===== config.mk =====
export PLATFORM = sky130hd
export DESIGN_NAME = wmark_fifo
export DESIGN_NICKNAME = d
export VERILOG_FILES = /design/src/rtl/wmark_fifo_pkg.sv /design/src/rtl/wmark_fifo_store.sv /design/src/rtl/wmark_fifo_alerts.sv /design/src/rtl/wmark_fifo_regs.sv /design/src/rtl/wmark_fifo.sv
export SDC_FILE = /design/constraint.sdc
export NUM_CORES = 1
export LEC_CHECK = 0
export BUFFER_PORTS_ARGS = -buffer_cell sky130_fd_sc_hd__buf_2
export CORE_ASPECT_RATIO = 0.9
export CORE_UTILIZATION = 35
export CTS_CLUSTER_SIZE = 10
export DETAILED_ROUTE_END_ITERATION = 12
export SLEW_MARGIN = 25
export SYNTH_ARGS = -nofsm -noshare
export SYNTH_HDL_FRONTEND = slang
export SYNTH_SLANG_ARGS = --single-unit

===== constraint.sdc =====
create_clock -name clk -period 4.9 [get_ports clk]
set_input_delay 0.49 -clock clk [delete_from_list [all_inputs] [get_ports clk]]
set_output_delay 0.49 -clock clk [all_outputs]
set_load 0.005 [all_outputs]

===== src/rtl/wmark_fifo_pkg.sv =====
package wmark_fifo_pkg;

   typedef enum logic [2:0] {
      RA_STATUS = 3'd0,
      RA_COUNT  = 3'd1,
      RA_IEN    = 3'd2,
      RA_IREQ   = 3'd3,
      RA_CTRL   = 3'd4,
      RA_ERR    = 3'd5,
      RA_LEVEL  = 3'd6
   } reg_addr_e;

   localparam int REG_W     = 8;
   localparam int NSRC      = 2;
   localparam int SRC_LO    = 0;
   localparam int SRC_HI    = 1;
   localparam int OVF_BIT   = 4;
   localparam int FLUSH_BIT = 0;

endpackage


===== src/rtl/wmark_fifo_store.sv =====
module wmark_fifo_store #(
   parameter int DEPTH = 64,
   parameter int DW    = 8,
   localparam int PW   = $clog2(DEPTH),
   localparam int CW   = $clog2(DEPTH + 1)
) (
   input  logic          clk,
   input  logic          rst_n,
   input  logic          push,
   input  logic [DW-1:0] wdata,
   input  logic          pop,
   input  logic          flush,
   output logic [DW-1:0] rdata,
   output logic [CW-1:0] count,
   output logic          ovf
);

   logic [DW-1:0] mem [DEPTH];
   logic [PW-1:0] wr_ptr, rd_ptr;
   logic          full, empty, acc_push, acc_pop;

   assign full     = (count == CW'(DEPTH));
   assign empty    = (count == '0);
   assign acc_push = push & ~full & ~flush;
   assign acc_pop  = pop & ~empty & ~flush;
   assign rdata    = empty ? '0 : mem[rd_ptr];

   always_ff @(posedge clk) begin
      if (acc_push) mem[wr_ptr] <= wdata;
   end

   always_ff @(posedge clk or negedge rst_n) begin
      if (!rst_n) begin
         wr_ptr <= '0;
         rd_ptr <= '0;
      end else if (flush) begin
         wr_ptr <= '0;
         rd_ptr <= '0;
      end else begin
         if (acc_push) wr_ptr <= wr_ptr + 1'b1;
         if (acc_pop)  rd_ptr <= rd_ptr + 1'b1;
      end
   end

   always_ff @(posedge clk or negedge rst_n) begin
      if (!rst_n) begin
         count <= '0;
      end else if (flush) begin
         count <= '0;
      end else begin
         case ({acc_push, acc_pop})
            2'b10:   count <= count + 1'b1;
            2'b01:   count <= count - 1'b1;
            default: count <= count;
         endcase
      end
   end

   always_ff @(posedge clk or negedge rst_n) begin
      if (!rst_n)              ovf <= 1'b0;
      else if (flush)          ovf <= 1'b0;
      else if (push && full)   ovf <= 1'b1;
   end

   a_r2_count_range: assert property (@(posedge clk) disable iff (!rst_n)
      count <= CW'(DEPTH));
   a_r3_full_push_dropped: assert property (@(posedge clk) disable iff (!rst_n)
      (full && push && !pop && !flush) |=> (count == CW'(DEPTH)) && ovf);
   a_r3_ovf_sticky: assert property (@(posedge clk) disable iff (!rst_n)
      (ovf && !flush) |=> ovf);
   a_r4_empty_pop: assert property (@(posedge clk) disable iff (!rst_n)
      (empty && pop && !push && !flush) |=> (count == '0));
   a_r5_push_pop_stable: assert property (@(posedge clk) disable iff (!rst_n)
      (!empty && !full && push && pop && !flush) |=> $stable(count));
   a_r6_flush_clears: assert property (@(posedge clk) disable iff (!rst_n)
      flush |=> (count == '0) && !ovf);

endmodule


===== src/rtl/wmark_fifo_alerts.sv =====
module wmark_fifo_alerts
   import wmark_fifo_pkg::*;
#(
   parameter int DEPTH = 64,
   localparam int CW   = $clog2(DEPTH + 1),
   localparam int LW   = $clog2(DEPTH)
) (
   input  logic            clk,
   input  logic            rst_n,
   input  logic [CW-1:0]   count,
   input  logic [LW-1:0]   level,
   input  logic [NSRC-1:0] ien,
   input  logic [NSRC-1:0] clr,
   output logic [NSRC-1:0] alert,
   output logic [NSRC-1:0] req,
   output logic            irq
);

   logic [CW-1:0] free_cnt;

   assign free_cnt      = CW'(DEPTH) - count;
   assign alert[SRC_HI] = (free_cnt <= CW'(level));
   assign alert[SRC_LO] = (count <= CW'(level));
   assign irq           = |(req & alert);

   for (genvar i = 0; i < NSRC; i++) begin : g_src
      logic prev;
      logic rise;

      assign rise = alert[i] & ~prev;

      always_ff @(posedge clk or negedge rst_n) begin
         if (!rst_n) begin
            prev   <= 1'b0;
            req[i] <= 1'b0;
         end else begin
            prev <= alert[i];
            if (rise && ien[i])   req[i] <= 1'b1;
            else if (clr[i])      req[i] <= 1'b0;
         end
      end

      a_r9_set_needs_enable: assert property (@(posedge clk) disable iff (!rst_n)
         $rose(req[i]) |-> $past(ien[i]));
      a_r9_req_sticky: assert property (@(posedge clk) disable iff (!rst_n)
         (req[i] && !clr[i]) |=> req[i]);
   end

   a_r10_irq_needs_req: assert property (@(posedge clk) disable iff (!rst_n)
      irq |-> (req != '0));

endmodule


===== src/rtl/wmark_fifo_regs.sv =====
module wmark_fifo_regs
   import wmark_fifo_pkg::*;
#(
   parameter int DEPTH = 64,
   localparam int CW   = $clog2(DEPTH + 1),
   localparam int LW   = $clog2(DEPTH)
) (
   input  logic             clk,
   input  logic             rst_n,
   input  logic             wr,
   input  logic [2:0]       addr,
   input  logic [REG_W-1:0] wdata,
   output logic [REG_W-1:0] rdata,
   input  logic [CW-1:0]    count,
   input  logic             ovf,
   input  logic [NSRC-1:0]  alert,
   input  logic [NSRC-1:0]  req,
   output logic [NSRC-1:0]  ien,
   output logic [LW-1:0]    level,
   output logic [NSRC-1:0]  clr,
   output logic             flush
);

   reg_addr_e ra;

   assign ra    = reg_addr_e'(addr);
   assign flush = wr && (ra == RA_CTRL) && wdata[FLUSH_BIT];
   assign clr   = (wr && (ra == RA_IREQ)) ? wdata[NSRC-1:0] : '0;

   always_ff @(posedge clk or negedge rst_n) begin
      if (!rst_n) begin
         ien   <= '0;
         level <= '0;
      end else if (wr) begin
         if (ra == RA_IEN)   ien   <= wdata[NSRC-1:0];
         if (ra == RA_LEVEL) level <= wdata[LW-1:0];
      end
   end

   always_comb begin
      rdata = '0;
      case (ra)
         RA_STATUS: rdata[NSRC-1:0] = alert;
         RA_COUNT:  rdata[CW-1:0]   = count;
         RA_IEN:    rdata[NSRC-1:0] = ien;
         RA_IREQ:   rdata[NSRC-1:0] = req;
         RA_ERR:    rdata[OVF_BIT]  = ovf;
         RA_LEVEL:  rdata[LW-1:0]   = level;
         default:   rdata = '0;
      endcase
   end

   a_r6_ctrl_reads_zero: assert property (@(posedge clk) disable iff (!rst_n)
      (ra == RA_CTRL) |-> (rdata == '0));

endmodule


===== src/rtl/wmark_fifo.sv =====
module wmark_fifo
   import wmark_fifo_pkg::*;
#(
   parameter int DEPTH = 64,
   parameter int DW    = 8
) (
   input  logic             clk,
   input  logic             rst_n,
   input  logic             dp_push,
   input  logic [DW-1:0]    dp_wdata,
   input  logic             dp_pop,
   output logic [DW-1:0]    dp_rdata,
   input  logic             reg_wr,
   input  logic [2:0]       reg_addr,
   input  logic [REG_W-1:0] reg_wdata,
   output logic [REG_W-1:0] reg_rdata,
   output logic             irq
);

   localparam int CW = $clog2(DEPTH + 1);
   localparam int LW = $clog2(DEPTH);

   if ((DEPTH < 4) || ((DEPTH & (DEPTH - 1)) != 0)) begin : g_bad_depth
      $error("wmark_fifo: DEPTH must be a power of two of at least 4");
   end
   if (CW > REG_W) begin : g_bad_cw
      $error("wmark_fifo: fill count does not fit one register");
   end
   if (DW < 1) begin : g_bad_dw
      $error("wmark_fifo: DW must be positive");
   end

   logic [CW-1:0]   count;
   logic            ovf, flush;
   logic [LW-1:0]   level;
   logic [NSRC-1:0] ien, clr, alert, req;

   wmark_fifo_store #(.DEPTH(DEPTH), .DW(DW)) store_i (
      .clk   (clk),
      .rst_n (rst_n),
      .push  (dp_push),
      .wdata (dp_wdata),
      .pop   (dp_pop),
      .flush (flush),
      .rdata (dp_rdata),
      .count (count),
      .ovf   (ovf)
   );

   wmark_fifo_alerts #(.DEPTH(DEPTH)) alerts_i (
      .clk   (clk),
      .rst_n (rst_n),
      .count (count),
      .level (level),
      .ien   (ien),
      .clr   (clr),
      .alert (alert),
      .req   (req),
      .irq   (irq)
   );

   wmark_fifo_regs #(.DEPTH(DEPTH)) regs_i (
      .clk   (clk),
      .rst_n (rst_n),
      .wr    (reg_wr),
      .addr  (reg_addr),
      .wdata (reg_wdata),
      .rdata (reg_rdata),
      .count (count),
      .ovf   (ovf),
      .alert (alert),
      .req   (req),
      .ien   (ien),
      .level (level),
      .clr   (clr),
      .flush (flush)
   );

   a_r1_irq_low_in_reset: assert property (@(posedge clk)
      !rst_n |-> !irq);

endmodule


# Yosys cells after proc, flatten, opt, wreduce, memory -nomap -nowiden
# Memory sizes are Yosys's and may differ from the RTL's.
# Index checks and enable logic that the tools add are counted.
# W data, S select, Z words.
# word_totals
reg_bits	32
ramBits	512
in_bits	24
out_inout_bits	17
elab_cells	77
n_memories	1
# classes
addsub	5
order_cmp	2
eq_ne	9
n_mux	21
n_bitwise	12
n_reduce_logical	17
# memory_table
memory	depth	word_bits	read_ports	rd_clocked_by_memory_dff	wr	line	text
store_i.mem	64	8	1	0	1	wmark_fifo_store.sv:18	logic [DW-1:0] mem [DEPTH];
# ops
operator	count
$mux W6	4
$le A7 B6 Y1	2
$pmux W7 S2	1
$add A6 B1 Y6 const B	2
$pmux W2 S5	1
$reduce_bool A2 Y1	5
$eq A3 B3 Y1 const B	3
$mux W1	9
$mux W8	1
$add A7 B1 Y7 const B	1
$eq A7 B7 Y1 const B	1
$logic_not A7 Y1	1
$mux W7	1
$sub A7 B1 Y7 const B	1
$sub A7 B7 Y7 const A	1
$and A1 B1 Y1	6
$eq A3 B2 Y1 const B	2
$logic_and A1 B1 Y1	6
$not A1 Y1	5
$pmux W2 S2	1
$reduce_and A2 Y1	2
$eq A3 B1 Y1 const B	1
$logic_not A3 Y1	1
$pmux W1 S3	1
other kinds (7)	7

# Depth between registers and ports, before layout
# Gate-level depths: netlist of the first run.
# depth
depth_word	8
mapped_depth	17
ltp_nobuf	15

# Cells and area by module
# A second synthesis of the first run with hierarchy kept.
# hier_totals
cells_unflattened	1203
hier_area_um2	22130.0
# modules_own_cells
module	instances	cells_each	area_each_um2	seq_area_each_um2
wmark_fifo_store	1	1090	21013.9	15875.2
wmark_fifo_regs	1	50	583.1	200.2
wmark_fifo_alerts	1	63	533.0	100.1

# Worst setup path before layout of the first run
# OpenSTA, ideal clock, no wires.
# synth_timing
path_kind	in2reg
startpoint	input port reg_addr[0]
endpoint	register store_i.count[6]
setup_time_ps	78
arrival_time_ps	3544
t_required_ps	4822
slack_ps	1278
cell_stages	16
path_buffers	4
cell_sequence	buf_2 -> nor2b_1 -> and4b_1 -> clkbuf_1 -> clkbuf_1 -> nor2_1 -> ha_1 -> buf_1 -> xor2_1 -> ha_1 -> or3_1 -> a21oi_1 -> or4_1 -> a41oi_1 -> or3_1 -> a21oi_1
# synth_between
elab_chain_cells	8
word_cells_on_any_way	11
cone_classes	eq/ne: 3; mux: 2; bitwise: 3; reduce/logical: 3
# synth_rtl
element	line	text
from (decl)	wmark_fifo.sv:14	input logic [2:0] reg_addr,
$eq A3 B3 Y1 *	wmark_fifo_regs.sv:27	assign flush = wr && (ra == RA_CTRL) && wdata[FLUSH_BIT];
$logic_and A1 B1 Y1 * (2 in a row)	wmark_fifo_regs.sv:27	
$not A1 Y1	wmark_fifo_store.sv:24, wmark_fifo_store.sv:25	
$and A1 B1 Y1, on equally long branches	wmark_fifo_store.sv:25, wmark_fifo_store.sv:24	
$eq A2 B1 Y1 / $eq A2 B2 Y1 (equally long branches)	wmark_fifo_store.sv:51	case ({acc_push, acc_pop})
$pmux W7 S2	wmark_fifo_store.sv:51	
$mux W7	wmark_fifo_store.sv:48	end else if (flush) begin
to (signal assigned)	wmark_fifo_store.sv:52	2'b10: count <= count + 1'b1;
to (signal assigned)	wmark_fifo_store.sv:53	2'b01: count <= count - 1'b1;
to (signal assigned)	wmark_fifo_store.sv:54	default: count <= count;
to (decl)	wmark_fifo_store.sv:14	output logic [CW-1:0] count,
# Mark *: on every way between the ends. The rest lies on a longest branch, timed or not.
# A chain may end at the register's enable or synchronous reset.

# Worst setup path after layout of the first run
# layout_timing
startpoint	register store_i.rd_ptr[3]
endpoint	output port dp_rdata[4]
# layout_between
elab_chain_cells	2
# layout_rtl
element	line	text
from (decl)	wmark_fifo_store.sv:19	logic [PW-1:0] wr_ptr, rd_ptr;
from (signal assigned)	wmark_fifo_store.sv:41	if (acc_pop) rd_ptr <= rd_ptr + 1'b1;
$mem_v2 Z64 W8	--	
$mux W8	wmark_fifo_store.sv:26	assign rdata = empty ? '0 : mem[rd_ptr];
to (decl)	wmark_fifo.sv:12	output logic [DW-1:0] dp_rdata,
# No other way between the ends.

==> run metrics, run 1 <==
outcome=finished clean; total clock buffers created by CTS=between 60 and 70; Final Hold Viols=0; clk sinks=between 500 and 600; Clock Skew=0.01512 ns; routed wire length=49320 um; largest net degree at the start of global routing=65; pre-CTS WS=0.9139 ns; clock slew at the register clock pins of the worst setup and hold paths=about 0.060 ns; ANT nets after route=0; Synth-to-Final Area Change=12.49%; IO buf count=37; Boundary Pins=a little over 40; maximum net fanout on the critical path=19; Starting Density=0.3572; ANT cells=0; nature of the critical path startpoint=flop; share of Yosys cell area claimed by the top area cell type=0.6981; Initial DRC Count=910; HP Class=in -> reg; Tmin final=4.348 ns; die area=roughly 64000 sq um; Synth Register Bits=544; R2R Setup Slk=0.86 ns; Multi-input gate area=between 5000 and 6000 sq um; Max-cap violations=0; clk root buf=clkbuf_16; Layout fillers=5467; Slew Limit Fails=0; static leakage=7.962 nW; met1 wire length=between 20000 and 25000 um; worst slew pin tran=1.078 ns; FF/Latch Area=16180 sq um; Slew HR=0.2805; Die X=266.4 um; core box area=61660 sq um; origin of the critical flop-to-flop path=store_i.count[1]; Reg-to-Reg End=store_i.count[6]; Synth area leader=edfxtp_1; hold_sp=reg_wdata[4]; top layer in use=met4; gp weighted congestion=0.7698; gr ovfl total=0; FP Rows=86; vias in the first global route=11.30k; RSZ-0062 raised after global routing=false; clock insertion delay at the later pin of the skew report=0.62 ns; routed vias=11.17k; WS Path Type=reg -> out; crit share post-route=0.8873; Worst Reg-to-Reg Cells=15; Max Fclk=230.0 MHz; Worst setup EP type=output port; Yosys warnings=0; DR pass1 iterations=5; Cell variety after synth=52; largest cells by area after synthesis=edfxtp_1 70%, mux4_2 9.9%, dfrtp_1 3.6%, mux2i_1 3.0%, nor2_1 1.5%; Hold Crit Endpoint=regs_i.level[4]; clock buffer depth=3; syn nets=1240; H-tree depth=2; Global Route Usage Sum=0.1572; global-route wire length before repair=~74000 um; Post-Syn Area=roughly 22000 sq um; hold depth=2; Post-synth EDFFs=512; met3 wire length=a little over 3000 um; share of cells above drive strength 1=0.1924; Post-synth top cells=512 x edfxtp_1, 97 x mux4_2, 90 x nor2_1; CTS tree=built; Final setup violation count=0; post-DP HPWL=29180 um; setup TNS=0 ns; Power Total=13.54 mW; pwr dens=546.6 nW/um^2; setup bufs post-CTS=0; Final Util=0.4018; async set-reset flop share out of synthesis=0.05882; VDD IR max=roughly 0.00031 V; most common cell in the netlist=edfxtp_1; Residual DRC=0; Routed wire per std cell=23.44 um; final worst slack=between 0.5 and 0.6 ns; Chip Height=240.0 um; Main synth FF type=edfxtp_1; post-synthesis sequential area ratio=0.7345; CP required=4.41 ns; antenna violations before repair=0; Avg Inst Size Synth=18.38 sq um; vias per cell=5.310; WHS=0.1045 ns; Post-Synthesis Cells=1198; critical path data arrival time=roughly 3.9 ns; Met2 Wirelength=approximately 23000 um; Final nets=1294
[layer usage]
layer | track usage | vias up
met4 | 0.04441 | 0
met1 | 0.2252 | 5864
met2 | 0.2463 | 329
met3 | 0.02704 | 54
li1 | - | 4926
met5 | 0 | -
[flip-flops by register name, indices dropped and copies added (netlist names), 2 cells and up]
signal / flops
store_i.mem: 512
store_i.count: 7
regs_i.level: 6
store_i.rd_ptr: 6
store_i.wr_ptr: 6
alerts_i.g_src.prev: 2
alerts_i.req: 2
regs_i.ien: 2
[report_power, final]
part           leakage, nW  total, mW  switching, mW  internal, mW
Clock                0.812       3.99           1.67          2.31
Combinational         2.16       3.83           2.18          1.64
Sequential            4.99       5.73          0.382          5.35
Total                 7.96       13.5           4.23          9.31
[area by class of cell]
type,instances,share of cell area
sequential,544,0.6532
multi-input combinational,569,0.2188
clock buffer,76,0.06515
tap,836,0.04222
timing repair buffer,62,0.01626
clock inverter,3,0.002222
inverter,14,0.002121
[through the flow]
step	cells	cell area, sq um
2_1_floorplan	1198	22020
3_3_place_gp	2024	23090
3_5_place_dp	2024	23090
4_1_cts	2104	24770
5_1_grt	2104	24770
6_report	2104	24770
[worst max-delay path by stage]
stage	depth (start not counted)	from	to
5_1_grt	7	store_i.rd_ptr[2]	dp_rdata[4]
3_3_place_gp	15	store_i.count[1]	store_i.count[6]
2_1_floorplan	16	reg_addr[0]	store_i.count[6]
3_5_place_dp	13	reg_addr[0]	store_i.count[6]
4_1_cts	7	store_i.rd_ptr[2]	dp_rdata[4]
6_report	7	store_i.rd_ptr[3]	dp_rdata[4]
[placed cells by master, fill, tap and decap left out, types with 3 or more instances in the layout]
cell,instances
o221ai_1,15
nor2_1,89
xor2_1,10
xnor2_1,8
ha_1,18
mux4_2,97
a32o_1,4
o21ai_0,10
mux2_2,9
nand2_1,39
o22ai_1,18
clkbuf_16,62
clkbuf_1,13
nor3b_1,3
nand4_1,3
nand3_1,13
buf_2,36
buf_4,23
a22o_1,19
dfrtp_1,30
inv_1,14
a22oi_1,27
edfxtp_1,512
nor2b_1,9
a211oi_1,20
a21oi_1,38
a211oi_2,3
nand2b_1,5
and2_1,4
nor3_1,4
or3_1,7
nand3b_1,5
mux2i_1,67
[cells by family after synthesis]
group | Yosys count | synth area share
other cells | 1 | 0.0001703
mux | 173 | 0.1342
compound gates | 167 | 0.05380
fa+ha+maj | 18 | 0.01023
simple gates | 192 | 0.04017
flops | 544 | 0.7345
buf+inv | 85 | 0.01977
xor+xnor | 18 | 0.007158
[worst max-delay path: stages, from the launching register on]
cell and delay, ns:
dfrtp_1 0.45, and2_1 0.51, nand2_1 0.75, o22ai_1 0.44, a211oi_1 0.12, a21oi_1 0.50
a22o_1 0.32, buf_2 0.14
[what timing repair did]
| item | 4_1_cts | 5_1_grt |
|---|---|---|
| setup endpoints to repair | 0 | 0 |
| hold buffers | 1 | 0 |
| resized for setup | 0 | 0 |
| endpoints found under the hold margin | 32 | 0 |
No activity file was read; power rests on OpenSTA's default activity.
==> inputs of run 2 (changes only) <==
--- a/config.mk
+++ b/config.mk
@@ -6,10 +6,10 @@
 export NUM_CORES = 1
 export LEC_CHECK = 0
 export BUFFER_PORTS_ARGS = -buffer_cell sky130_fd_sc_hd__buf_2
-export CORE_ASPECT_RATIO = 0.9
 export CORE_UTILIZATION = 35
 export CTS_CLUSTER_SIZE = 10
 export DETAILED_ROUTE_END_ITERATION = 12
+export GPL_ROUTABILITY_DRIVEN = 1
 export SLEW_MARGIN = 25
 export SYNTH_ARGS = -nofsm -noshare
 export SYNTH_HDL_FRONTEND = slang
==> run metrics, run 2 (synthesized netlist as in run 1, its figures left out) <==
outcome=finished clean (unchanged); gp weighted congestion=0.7737 (was 0.7698); Max Fclk=243.4 MHz (was 230.0 MHz); Worst path max stage delay=0.54 ns (was 0.75 ns); core box area=61940 sq um (was 61660 sq um); pre-CTS WS=0.8931 ns (was 0.9139 ns); Largest regs=store_i.mem x512, store_i.count x7 (unchanged); Final nets=1294 (unchanged); Boundary Pins=41 (unchanged); CP most frequent cell=nand2_1; Routed wire per std cell=23.52 um (was 23.44 um); Slew HR=0.3565 (was 0.2805); Global Route Usage Sum=0.1582 (was 0.1572); HP Class=in -> reg (unchanged); Initial DRC Count=963 (was 910); share of cells above drive strength 1=0.1895 (was 0.1924); clk sinks=544 (unchanged); static leakage=7.939 nW (was 7.962 nW); hold depth=2 (unchanged); routed wire length=49750 um (was 49320 um); most common cell after layout, fill and taps aside=edfxtp_1 (unchanged); Final Hold Viols=0 (unchanged); clock insertion delay at the later pin of the skew report=0.60 ns (was 0.62 ns); WS Path Type=reg -> out (unchanged); die area=63930 sq um (about the same); post-cts sizing count=0 (unchanged); crit share post-route=0.8384 (was 0.8873); post-DP HPWL=28930 um (was 29180 um); FP Rows=91 (was 86); clock slew at the register clock pins of the worst setup and hold paths=0.06 ns (about the same); ANT nets after route=0 (unchanged); CP required=4.41 ns (about the same); final worst slack=0.7916 ns (was 0.5521 ns); routed vias=11.25k (was 11.17k); CTS tree=built (unchanged); gr ovfl total=0 (unchanged); Chip Height=252.8 um (was 240.0 um); Tmin final=4.108 ns (was 4.348 ns); Slew Limit Fails=0 (unchanged); critical path data arrival time=3.62 ns (was 3.86 ns); commonest cells after routing, fill and taps aside=512 x edfxtp_1, 97 x mux4_2, 89 x nor2_1 (unchanged); Residual DRC=0 (unchanged); Clock Skew=0.007833 ns (was 0.01512 ns); CP max stage cell=a211oi_1 (was nand2_1); Starting Density=0.3556 (was 0.3572); antenna violations before repair=1 (was 0); VDD IR max=0.0003109 V (was 0.0003108 V); global-route wire length before repair=74200 um (was 73560 um); Worst setup EP type=output port (unchanged); Die X=252.8 um (was 266.4 um); vias per cell=5.317 (was 5.310); RSZ-0062 raised after global routing=false (unchanged); largest net degree at the start of global routing=65 (unchanged); total clock buffers created by CTS=60 (was 61); DR pass1 iterations=5 (unchanged); vias in the first global route=11.24k (was 11.30k); Max-cap violations=0 (unchanged); R2R Setup Slk=0.91 ns (was 0.86 ns); Worst Reg-to-Reg Cells=15 (unchanged); worst slew pin tran=0.9642 ns (was 1.078 ns); max reg flops=512 (unchanged); IO buf count=37 (unchanged); maximum net fanout on the critical path=10 (was 19); clock buffer depth=3 (unchanged); clk root buf=clkbuf_16 (unchanged); nature of the critical path startpoint=flop (unchanged); Reg with most FFs=store_i.mem (unchanged); critical-path cell list=and2_1, nand2_1, buf_4, o22ai_1, a211oi_1, nand2_1, a32o_1, buf_2 (was and2_1, nand2_1, o22ai_1, a211oi_1, a21oi_1, a22o_1, buf_2); pwr dens=543.8 nW/um^2 (was 546.6 nW/um^2); setup bufs post-CTS=0 (unchanged); setup TNS=0 ns (unchanged); H-tree depth=2 (unchanged); Synth-to-Final Area Change=12.35% (was 12.49%); Final setup violation count=0 (unchanged)
## run 2: worst paths after layout
path                                   start           endpoint
max                        store_i.rd_ptr[2]        dp_rdata[6]
min                             reg_wdata[2]    regs_i.level[2]
max reg2reg                 store_i.count[1]   store_i.count[6]
min reg2reg                  alerts_i.req[1]    alerts_i.req[1]
max in group asynchronous              rst_n  store_i.rd_ptr[0]
min in group asynchronous              rst_n    regs_i.level[1]
## run 2: cell type report
type | count | area, sq um
Fill cell | 5593 | 37200
Sequential cell | 544 | 16180
Multi-Input combinational cell | 569 | 5420
Clock buffer | 85 | 1605
Tap cell | 837 | 1047
Timing Repair Buffer | 63 | 407.9
Inverter | 14 | 52.55
Clock inverter | 2 | 25.02
Antenna cell | 1 | 2.502
## run 2: metal layers
| layer | track usage | wire length [um] |
|---|---|---|
| met5 | 0 | 0 |
| met1 | 0.2188 | 21610 |
| met2 | 0.2532 | 23800 |
| met3 | 0.02601 | 2952 |
| met4 | 0.05472 | 1389 |
## run 2: report_power, final
group	total (mW)	internal (mW)	switching [mW]	leakage [nW]
sequential	5.67	5.35	0.325	4.99
combinational	3.90	1.65	2.24	2.16
clock	3.89	2.23	1.66	0.786
## run 2: worst max-delay path, delay by kind of cell (launching register included)
family | cells | cell delay (ns)
AND/OR/NAND/NOR | 3 | 1.04
flip-flops | 1 | 0.45
buffers and inverters | 2 | 0.47
AO/OA/AOI/OAI | 3 | 1.04
## run 2: repair_timing
item,in CTS,in global routing
endpoints found under the setup margin,0,0
endpoints found under the hold margin,32,0
hold buffers,1,0
## run 2: metrics by stage
| stage | std cells | power [mW] | util | instance area [sq um] | hold slack (ns) |
|---|---|---|---|---|---|
| after detailed placement | 2026 | 9.673 | 0.3730 | 23100 | 0.5024 |
| after global placement | 2026 | 9.628 | 0.3730 | 23100 | 0.4995 |
| after CTS | 2114 | 13.54 | 0.3994 | 24740 | 0.1021 |
| after global routing | 2115 | 14.03 | 0.3995 | 24740 | 0.1085 |
| after floorplan | 1198 | 8.373 | - | 22020 | 0.1944 |
| final | 2115 | 13.46 | 0.3995 | 24740 | 0.1209 |
==> inputs of run 3 (changes only) <==
==> constraint.sdc (replaced) <==
create_clock -name clk -period 4.15 [get_ports clk]
set_input_delay 0.415 -clock clk [delete_from_list [all_inputs] [get_ports clk]]
set_output_delay 0.415 -clock clk [all_outputs]
set_load 0.005 [all_outputs]
==> run metrics, run 3 (synthesized netlist as in run 1, its figures left out) <==
outcome=finished clean (unchanged); vias in the first global route=12.03k (was 11.24k); Die X=252.8 um (unchanged); crit share post-route=0.9405; hold buffers post-CTS=1 (unchanged); Final nets=1373 (was 1294); Final setup violation count=0 (unchanged); Max-cap violations=0 (unchanged); CTS tree=built (unchanged); Global Route Usage Sum=0.1601 (was 0.1582); CP required=3.73 ns (was 4.41 ns); post-DP HPWL=30330 um (was 28930 um); ANT nets after route=0 (unchanged); pwr dens=634.3 nW/um^2 (was 543.8 nW/um^2); Design Area, Final=25430 sq um (was 24740 sq um); global-route wire length before repair=76290 um (was 74200 um); CP max stage cell=dfrtp_4 (was a211oi_1); clk sinks=544 (unchanged); clk root buf=clkbuf_16 (unchanged); Initial DRC Count=871 (was 963); Residual DRC=0 (unchanged); commonest cells after routing, fill and taps aside=512 x edfxtp_1, 98 x buf_4, 97 x mux4_2 (was 512 x edfxtp_1, 97 x mux4_2, 89 x nor2_1); routed vias=11.51k (was 11.25k); Layout fillers=5554 (was 5593); antenna violations before repair=0 (was 1); largest net degree at the start of global routing=65 (unchanged); Final Hold Viols=0 (unchanged); RSZ-0062 raised after global routing=false (unchanged); Synth-to-Final Area Change=15.46% (was 12.35%); Slew Limit Fails=0 (unchanged); most common cell after layout, fill and taps aside=edfxtp_1 (unchanged); Chip Height=252.8 um (unchanged); total clock buffers created by CTS=61 (was 60); IO buf count=37 (unchanged); Routed wire per std cell=22.86 um (was 23.52 um); critical-path cell list=buf_12, mux4_2, a211oi_1, a21oi_1, a22o_1, buf_2 (was and2_1, nand2_1, buf_4, o22ai_1, a211oi_1, nand2_1, a32o_1, buf_2); die area=63930 sq um (unchanged); clock insertion delay at the later pin of the skew report=0.63 ns (was 0.60 ns); critical path data arrival time=3.49 ns (was 3.62 ns); setup TNS=0 ns (unchanged); worst slew pin tran=0.8603 ns (was 0.9642 ns); Worst setup EP type=output port (unchanged); share of cells above drive strength 1=0.2386 (was 0.1895); H-tree depth=2 (unchanged); setup bufs post-CTS=0 (unchanged); max reg flops=512 (unchanged); routed wire length=50170 um (was 49750 um); Tmin final=3.903 ns; maximum net fanout on the critical path=27 (was 10); ANT cells=0 (was 1); FP Rows=91 (unchanged); Starting Density=0.3556 (unchanged); Worst path max stage delay=0.80 ns (was 0.54 ns); WHS=0.03002 ns (was 0.1209 ns); Max Fclk=256.2 MHz; Clock Skew=0.02277 ns (was 0.007833 ns); clock buffer depth=3 (unchanged); vias per cell=5.241 (was 5.317); final worst slack=0.2468 ns (was 0.7916 ns); DP Area=23720 sq um (was 23100 sq um); pre-CTS WS=0.4689 ns (was 0.8931 ns); clock slew at the register clock pins of the worst setup and hold paths=0.06 ns (about the same); static leakage=8.398 nW (was 7.939 nW); Largest regs=store_i.mem x512, store_i.count x7 (unchanged); Slew HR=0.4253 (was 0.3565); Reg with most FFs=store_i.mem (unchanged); gp weighted congestion=0.8100 (was 0.7737); VDD IR max=0.0005494 V (was 0.0003109 V); WS Path Type=reg -> out (unchanged); gr ovfl total=0 (unchanged); HP Class=in -> reg (unchanged); Boundary Pins=41 (unchanged); DR pass1 iterations=5 (unchanged); core box area=61940 sq um (unchanged); post-cts sizing count=0 (unchanged); nature of the critical path startpoint=flop (unchanged)
[run 3: worst paths after layout]
kind / startpoint / endpoint / slack (ns) / cells after the start
max reg2reg: store_i.count[0] / store_i.count[6] / 0.42 / 15
min reg2reg: alerts_i.req[1] / alerts_i.req[1] / 0.52 / 1
min: reg_wdata[5] / regs_i.level[5] / 0.03 / 2
max: store_i.rd_ptr[0] / dp_rdata[2] / 0.25 / 6
max in group asynchronous: rst_n / store_i.rd_ptr[0] / 3.19 / 2
min in group asynchronous: rst_n / regs_i.level[4] / 0.40 / 2
[run 3: metrics by stage]
stage	total power [mW]	cells	utilization
global route	16.86	2195	0.4105
finish	16.13	2195	0.4105
CTS	16.28	2195	0.4105
global placement	11.53	2104	0.3830
floorplan	9.886	1198	-
detailed placement	11.59	2104	0.3830
[run 3: layer usage]
| layer | track usage | up-vias | part of all wire |
|---|---|---|---|
| met5 | 0 | - | 0 |
| met4 | 0.06061 | 0 | 0.030 |
| met3 | 0.02395 | 76 | 0.053 |
| met2 | 0.2600 | 326 | 0.48 |
| met1 | 0.2175 | 6004 | 0.43 |
| li1 | - | 5099 | - |
[run 3: worst max-delay path: cells and delay by family (launching register included)]
kind                   cells  cell delay (ns)
flip-flops                 1             0.80
buffers and inverters      2             0.46
multiplexers               1             0.54
AO/OA/AOI/OAI              3             1.04
[run 3: area by class of cell]
type / count / area [sq um] / share of cell area
timing repair buffer: 141 / 1031 / 0.04055
clock inverter: 7 / 85.08 / 0.003346
tap: 837 / 1047 / 0.04118
clock buffer: 83 / 1609 / 0.06328
sequential: 544 / 16180 / 0.6364
inverter: 14 / 52.55 / 0.002067
multi-input combinational: 569 / 5420 / 0.2132
[run 3: power by group]
part | internal (mW) | leakage [nW] | switching [mW]
registers | 6.31 | 4.99 | 0.367
clock network | 2.67 | 0.819 | 2.02
logic | 2.07 | 2.58 | 2.70
